--- src/rtl/dc_pkg.sv ---
package dc_pkg;
  typedef enum logic [1:0] {
    DC_IDLE = 2'd0,
    DC_ROW  = 2'd1,
    DC_COL  = 2'd2,
    DC_DONE = 2'd3
  } dc_state_e;
endpackage

--- src/rtl/dc_index_split.sv ---
module dc_index_split #(
  parameter int ROW_BITS = 2,
  parameter int COL_BITS = 2
) (
  input  logic [ROW_BITS+COL_BITS-1:0] index_i,
  output logic [ROW_BITS-1:0]          row_o,
  output logic [COL_BITS-1:0]          col_o
);
  // Row in the upper bits, column in the lower bits: index = row*C + col.
  assign row_o = index_i[ROW_BITS+COL_BITS-1:COL_BITS];
  assign col_o = index_i[COL_BITS-1:0];
endmodule

--- src/rtl/dc_sequencer.sv ---
module dc_sequencer
  import dc_pkg::*;
#(
  parameter int STROBE_CYC = 1
) (
  input  logic clk,
  input  logic rst_n,
  input  logic req_valid_i,
  output logic req_ready_o,
  output logic accept_o,
  output logic ras_o,
  output logic cas_o,
  output logic done_o
);
  localparam int CNT_W = (STROBE_CYC > 1) ? $clog2(STROBE_CYC) : 1;
  localparam logic [CNT_W-1:0] CNT_LAST = CNT_W'(STROBE_CYC - 1);

  dc_state_e        state_q;
  logic [CNT_W-1:0] cnt_q;
  logic             last_beat;

  assign last_beat   = (cnt_q == CNT_LAST);
  assign req_ready_o = (state_q == DC_IDLE);
  assign accept_o    = req_ready_o && req_valid_i;
  assign ras_o       = (state_q == DC_ROW);
  assign cas_o       = (state_q == DC_COL);
  assign done_o      = (state_q == DC_DONE);

  always_ff @(posedge clk or negedge rst_n) begin
    if (!rst_n) begin
      state_q <= DC_IDLE;
      cnt_q   <= '0;
    end else begin
      unique case (state_q)
        DC_IDLE: begin
          cnt_q <= '0;
          if (req_valid_i) state_q <= DC_ROW;
        end
        DC_ROW: begin
          if (last_beat) begin
            state_q <= DC_COL;
            cnt_q   <= '0;
          end else begin
            cnt_q <= cnt_q + 1'b1;
          end
        end
        DC_COL: begin
          if (last_beat) begin
            state_q <= DC_DONE;
            cnt_q   <= '0;
          end else begin
            cnt_q <= cnt_q + 1'b1;
          end
        end
        default: state_q <= DC_IDLE;
      endcase
    end
  end

  // strobes are mutually exclusive
  assert_strobe_excl_R4: assert property (@(posedge clk) disable iff (!rst_n)
    !(ras_o && cas_o));
  // the column phase is entered only straight from the row phase
  assert_cas_after_ras_R4: assert property (@(posedge clk) disable iff (!rst_n)
    $rose(cas_o) |-> $past(ras_o));
  // a taken request drops ready on the next cycle
  assert_busy_after_take_R2: assert property (@(posedge clk) disable iff (!rst_n)
    accept_o |=> !req_ready_o);
  // the response is a single-cycle pulse that follows the column phase
  assert_rsp_pulse_R5: assert property (@(posedge clk) disable iff (!rst_n)
    done_o |=> !done_o);
  assert_rsp_after_cas_R5: assert property (@(posedge clk) disable iff (!rst_n)
    $rose(done_o) |-> $past(cas_o));
endmodule

--- src/rtl/dc_array.sv ---
module dc_array #(
  parameter int ROW_BITS = 2,
  parameter int COL_BITS = 2,
  parameter int WORD_W   = 8,
  parameter int ADDR_W   = 2
) (
  input  logic              clk,
  input  logic              rst_n,
  input  logic              ras_i,
  input  logic              cas_i,
  input  logic              restore_i,
  input  logic [ADDR_W-1:0] addr_i,
  input  logic              wr_i,
  input  logic [WORD_W-1:0] wdata_i,
  output logic [WORD_W-1:0] rdata_o
);
  localparam int ROWS = 1 << ROW_BITS;
  localparam int COLS = 1 << COL_BITS;

  logic [WORD_W-1:0]   cells_q  [ROWS][COLS];
  logic [WORD_W-1:0]   rowbuf_q [COLS];
  logic [ROW_BITS-1:0] open_row_q;
  logic [ROW_BITS-1:0] row_sel;
  logic [COL_BITS-1:0] col_sel;

  assign row_sel = addr_i[ROW_BITS-1:0];
  assign col_sel = addr_i[COL_BITS-1:0];

  always_ff @(posedge clk or negedge rst_n) begin
    if (!rst_n) begin
      for (int r = 0; r < ROWS; r++)
        for (int c = 0; c < COLS; c++)
          cells_q[r][c] <= '0;
      for (int c = 0; c < COLS; c++)
        rowbuf_q[c] <= '0;
      open_row_q <= '0;
      rdata_o    <= '0;
    end else begin
      if (ras_i) begin
        open_row_q <= row_sel;
        for (int c = 0; c < COLS; c++)
          rowbuf_q[c] <= cells_q[row_sel][c];
      end else if (cas_i) begin
        if (wr_i) begin
          rowbuf_q[col_sel] <= wdata_i;
          rdata_o           <= wdata_i;
        end else begin
          rdata_o <= rowbuf_q[col_sel];
        end
      end else if (restore_i) begin
        for (int c = 0; c < COLS; c++)
          cells_q[open_row_q][c] <= rowbuf_q[c];
      end
    end
  end

  // the open row follows the address seen during the row strobe
  assert_row_latched_R3: assert property (@(posedge clk) disable iff (!rst_n)
    ras_i |=> open_row_q == $past(row_sel));
  // a write beat reflects the written word on the read port
  assert_write_echo_R8: assert property (@(posedge clk) disable iff (!rst_n)
    (cas_i && wr_i) |=> rdata_o == $past(wdata_i));
endmodule

--- src/rtl/dc_dram_ctrl.sv ---
module dc_dram_ctrl #(
  parameter int ROW_BITS   = 2,
  parameter int COL_BITS   = 2,
  parameter int WORD_W     = 8,
  parameter int STROBE_CYC = 1,
  localparam int IDX_W     = ROW_BITS + COL_BITS,
  localparam int ADDR_W    = (ROW_BITS > COL_BITS) ? ROW_BITS : COL_BITS
) (
  input  logic              clk,
  input  logic              rst_n,
  input  logic              req_valid,
  output logic              req_ready,
  input  logic              req_write,
  input  logic [IDX_W-1:0]  req_index,
  input  logic [WORD_W-1:0] req_wdata,
  output logic              rsp_valid,
  output logic [WORD_W-1:0] rsp_rdata,
  output logic [ADDR_W-1:0] dram_addr,
  output logic              dram_ras,
  output logic              dram_cas
);
  logic                accept;
  logic                done;
  logic [ROW_BITS-1:0] row_in, row_q;
  logic [COL_BITS-1:0] col_in, col_q;
  logic                wr_q;
  logic [WORD_W-1:0]   wdata_q;

  dc_index_split #(.ROW_BITS(ROW_BITS), .COL_BITS(COL_BITS)) u_split (
    .index_i (req_index),
    .row_o   (row_in),
    .col_o   (col_in)
  );

  dc_sequencer #(.STROBE_CYC(STROBE_CYC)) u_seq (
    .clk         (clk),
    .rst_n       (rst_n),
    .req_valid_i (req_valid),
    .req_ready_o (req_ready),
    .accept_o    (accept),
    .ras_o       (dram_ras),
    .cas_o       (dram_cas),
    .done_o      (done)
  );

  always_ff @(posedge clk or negedge rst_n) begin
    if (!rst_n) begin
      row_q   <= '0;
      col_q   <= '0;
      wr_q    <= 1'b0;
      wdata_q <= '0;
    end else if (accept) begin
      row_q   <= row_in;
      col_q   <= col_in;
      wr_q    <= req_write;
      wdata_q <= req_wdata;
    end
  end

  always_comb begin
    if (dram_ras)      dram_addr = ADDR_W'(row_q);
    else if (dram_cas) dram_addr = ADDR_W'(col_q);
    else               dram_addr = '0;
  end

  dc_array #(
    .ROW_BITS (ROW_BITS),
    .COL_BITS (COL_BITS),
    .WORD_W   (WORD_W),
    .ADDR_W   (ADDR_W)
  ) u_array (
    .clk       (clk),
    .rst_n     (rst_n),
    .ras_i     (dram_ras),
    .cas_i     (dram_cas),
    .restore_i (done),
    .addr_i    (dram_addr),
    .wr_i      (wr_q),
    .wdata_i   (wdata_q),
    .rdata_o   (rsp_rdata)
  );

  assign rsp_valid = done;

  // the shared bus is quiet outside both strobe phases
  assert_bus_quiet_R9: assert property (@(posedge clk) disable iff (!rst_n)
    (!dram_ras && !dram_cas) |-> dram_addr == '0);
  // no request is taken while a response is being presented
  assert_no_take_in_rsp_R2: assert property (@(posedge clk) disable iff (!rst_n)
    rsp_valid |-> !req_ready);
endmodule

--- config.mk ---
export PLATFORM = sky130hd
export DESIGN_NAME = dc_dram_ctrl
export DESIGN_NICKNAME = d
export VERILOG_FILES = /design/src/rtl/dc_pkg.sv /design/src/rtl/dc_index_split.sv /design/src/rtl/dc_sequencer.sv /design/src/rtl/dc_array.sv /design/src/rtl/dc_dram_ctrl.sv
export SDC_FILE = /design/constraint.sdc
export NUM_CORES = 1
export LEC_CHECK = 0
export ABC_AREA = 0
export BUFFER_PORTS_ARGS = -buffer_cell sky130_fd_sc_hd__buf_4
export CELL_PAD_IN_SITES_DETAIL_PLACEMENT = 1
export CELL_PAD_IN_SITES_GLOBAL_PLACEMENT = 2
export CORE_ASPECT_RATIO = 1.1
export CORE_UTILIZATION = 44
export CTS_CLUSTER_DIAMETER = 200
export DETAILED_ROUTE_END_ITERATION = 12
export PLACE_DENSITY_LB_ADDON = 0.2
export SLEW_MARGIN = 20
export SYNTH_ARGS = -nofsm -noshare
export SYNTH_HDL_FRONTEND = slang
export SYNTH_SLANG_ARGS = --single-unit
--- constraint.sdc ---
create_clock -name clk -period 2.3 [get_ports clk]
set_input_delay 0.115 -clock clk [delete_from_list [all_inputs] [get_ports clk]]
set_output_delay 0.115 -clock clk [all_outputs]
set_load 0.03 [all_outputs]
==> run summary <==
Synth cell types - 47
LEAKAGE - 4.551 nW
Setup TNS - 0 ns
Clock Tree Buf Depth - 2
Clock root buffer - clkbuf_16
Most common library cell in the layout ignoring fill and taps - dfrtp_1
Via-to-Cell Ratio - 6.276
Max Cap Violations - 0
Worst-path cell chain - inv_2 > ha_4 > buf_12 > nand2_4 > buf_6 > o21ai_1 > buf_6 > buf_4
Area of the multi-input gates - 4118 um2
Core box area - 20000 um2
WL per Instance - 25.73 um
Seq/Total Area, Yosys - 51.29%
Chip height - 152.2 um
Crit path max fanout - 27
Buffers on Ports - 29
GRT Total Usage - 26.66%
Post-synth ARST share - 100.0%
Ys flop type - dfrtp_1
Peak VDD IR - 0.7629 mV
Post-synthesis net count - 740
Fmax - 0.4566 GHz
Synth warnings - 0
Most used cell, CP - buf_6
Slew headroom - 57.92%
Die W - 138.6 um
Pre-CTS WS - -0.01467 ns
Vias in the first global route - 7085
Combinational share of power - 43.6%
Reg power frac - 37.3%
Status - completed
CP Capture Type - output pin
Pin count of the biggest net entering global routing - 84
Post-route minimum period - 2.190 ns
DRC - 0
Fillcell total - 2012
Worst-Skew Late Latency - 0.44 ns
Starting Density - 45.13%
Mapped Avg Cell Area - 12.55 um2
Top cell type's share of synthesized area - 51.29%
CTS H-tree depth - 4
Area Growth Syn to Fin - 16.08%
Vias - 6458
CTS Sinks - 185
CTS tree - built
Pins Over Slew Limit - 0
Die area - 21090 um2
FF-to-FF setup slack - 0.14 ns
Sw Pwr - 0.006576 W
Fin nets - 785
EDFF count, synth - 0
WL final - 26.48 mm
Starting DRT DRC Count - 393
RSZ-0062 raised after global routing - false
Post-Syn Instances - 719
DP HPWL - 16.77 mm
Detailed Routing Iterations Pass 1 - 5
CTS clk-pin slew, worst paths - 0.08 ns
Synth area leaders - dfrtp_1, mux2_2, o21ai_0
Internal power - 0.009475 W
First-pass GRT wire length - 42.62 mm
Crit path largest cell delay - 0.43 ns
Initial antenna violation count - 0
CP arrival - 2.08 ns
Net switching fraction of the power - 40.97%
Synth area leader - dfrtp_1
Synthesized area - 9026 um2
Critical register-to-register path startpoint - u_seq.state_q[1]
CP max stage cell - dfrtp_1
Worst Slack Setup Final - 0.1099 ns
Final Skew - 0.01159 ns
DRT antenna net count - 0
Final Hold Fails - 0
Final period util - 95.22%
Setup-failing EPs final - 0
Most frequent cells in the layout - dfrtp_1, mux2_2, buf_4, o21ai_0, nand3_1
Ratio of cells with drive above 1 in the final layout - 35.14%
Clock power frac - 19.0%
R2r endpoint - u_array.rowbuf_q[4]
Diode count - 0
Worst-margin pin slew - 0.6297 ns
Register area - 4629 um2
Setup CP Type - reg -> out
Hold Crit Class - in -> async
Crit path required time - 2.18 ns
Cts bufs inserted - 17
Rows - 54
RD Place Congestion - 0.8347
Yosys reg bits - 185
Global route total overflow - 0
# IOs - 30
Register-to-Register Path Depth - 8
Pwr Density - 1532 nW/um2
CP Launch Type - flop
## worst max-delay path by stage
stage                           endpoint             start  cells after the start
global route                dram_addr[0]  u_seq.state_q[1]                      8
finish                      dram_addr[0]  u_seq.state_q[1]                      8
floorplan           u_array.rowbuf_q[30]  u_seq.state_q[0]                      8
CTS                         dram_addr[0]  u_seq.state_q[1]                      8
global placement     u_array.rowbuf_q[7]  u_seq.state_q[1]                      6
detailed placement  u_array.rowbuf_q[31]  u_seq.state_q[1]                      6
## power by group through the flow
stage               combinational, W  clock, W  sequential (W)
global route                 0.00756   0.00326         0.00618
finish                       0.00700   0.00306         0.00599
CTS                          0.00700   0.00312         0.00597
floorplan                    0.00476         0         0.00557
detailed placement           0.00686         0         0.00602
global placement             0.00665         0         0.00586
## per-layer routing
metal | track usage, % | wire, um | up-vias
met1 | 36.57 | 12180 | 3439
met2 | 42.83 | 12640 | 136
li1 | - | - | 2836
met5 | 0 | 0 | -
met3 | 2.986 | 733 | 47
met4 | 11.93 | 922 | 0
## per-stage QoR
stage	instance area (um2)	hold WS [ns]	instances	total power [W]	utilization [%]
2_1_floorplan	9026	-0.1806	719	0.01033	-
6_report	10480	0.1222	1029	0.01605	52.39
3_3_place_gp	9657	0.01243	980	0.01251	48.29
4_1_cts	10470	0.1272	1029	0.01609	52.33
3_5_place_dp	9657	0.01749	980	0.01288	48.29
5_1_grt	10480	0.1459	1029	0.01700	52.39
## layout make-up
class,count,share of cell area (%)
inverters,6,0.2150
flip-flops and latches,185,44.18
repair buffers,83,7.368
multi-input cells,471,39.30
well taps,252,3.009
clock buffers,17,4.060
clock inverters,15,1.863
## state kept, by name (all words and copies together) (netlist names)
register            cells
col_q                   2
u_seq.state_q           2
wr_q                    1
u_array.rdata_o         8
row_q                   2
wdata_q                 8
u_array.rowbuf_q       32
u_array.open_row_q      2
u_array.cells_q       128
## synthesized netlist by cell type (2+ instances only)
cell      count
nand3_1      43
and3_1        2
nand2_4       2
mux2i_1      16
inv_1         6
a2111o_1      8
a221oi_1      8
o22ai_1       8
a21oi_1      11
o211ai_1     16
mux2_4        2
a21o_1       16
nand4b_1      8
nand2b_1      2
a32oi_1      16
and3b_1       2
clkbuf_1     20
nand3b_1      9
o21a_1        2
o311ai_0      8
a32o_1        8
dfrtp_1     185
and2_1        2
ha_1          5
nor2_1        9
buf_6         8
mux4_2        8
o21ai_1       3
buf_1         5
o21ai_0      54
nand2_1      15
mux2_1        3
a21boi_0     21
buf_2        23
a211o_1       8
a21boi_1      3
mux2_2      144
## critical path, delay by kind of cell (launching register included)
family          cells  cell delay [ns]
simple gates        1             0.08
flops               1             0.43
buf+inv             5             0.85
fa+ha+maj           1             0.17
compound gates      1             0.10
## cell families after synthesis
family                   synth area share [%]
AO/OA/AOI/OAI                           15.21
AND/OR/NAND/NOR                         6.723
multiplexers                            22.44
buffers and inverters                   3.646
adder cells (fa/ha/maj)                0.6931
flip-flops                              51.29
## what timing repair did
action                                  CTS  global route
endpoints found under the setup margin    7            12
hold buffers                             15             0
gates resized for setup                   4             4
setup buffers                             2             0
hold endpoints to repair                192             0
cloned                                    0             0
Note: power is estimated with default switching activity, not from simulation.
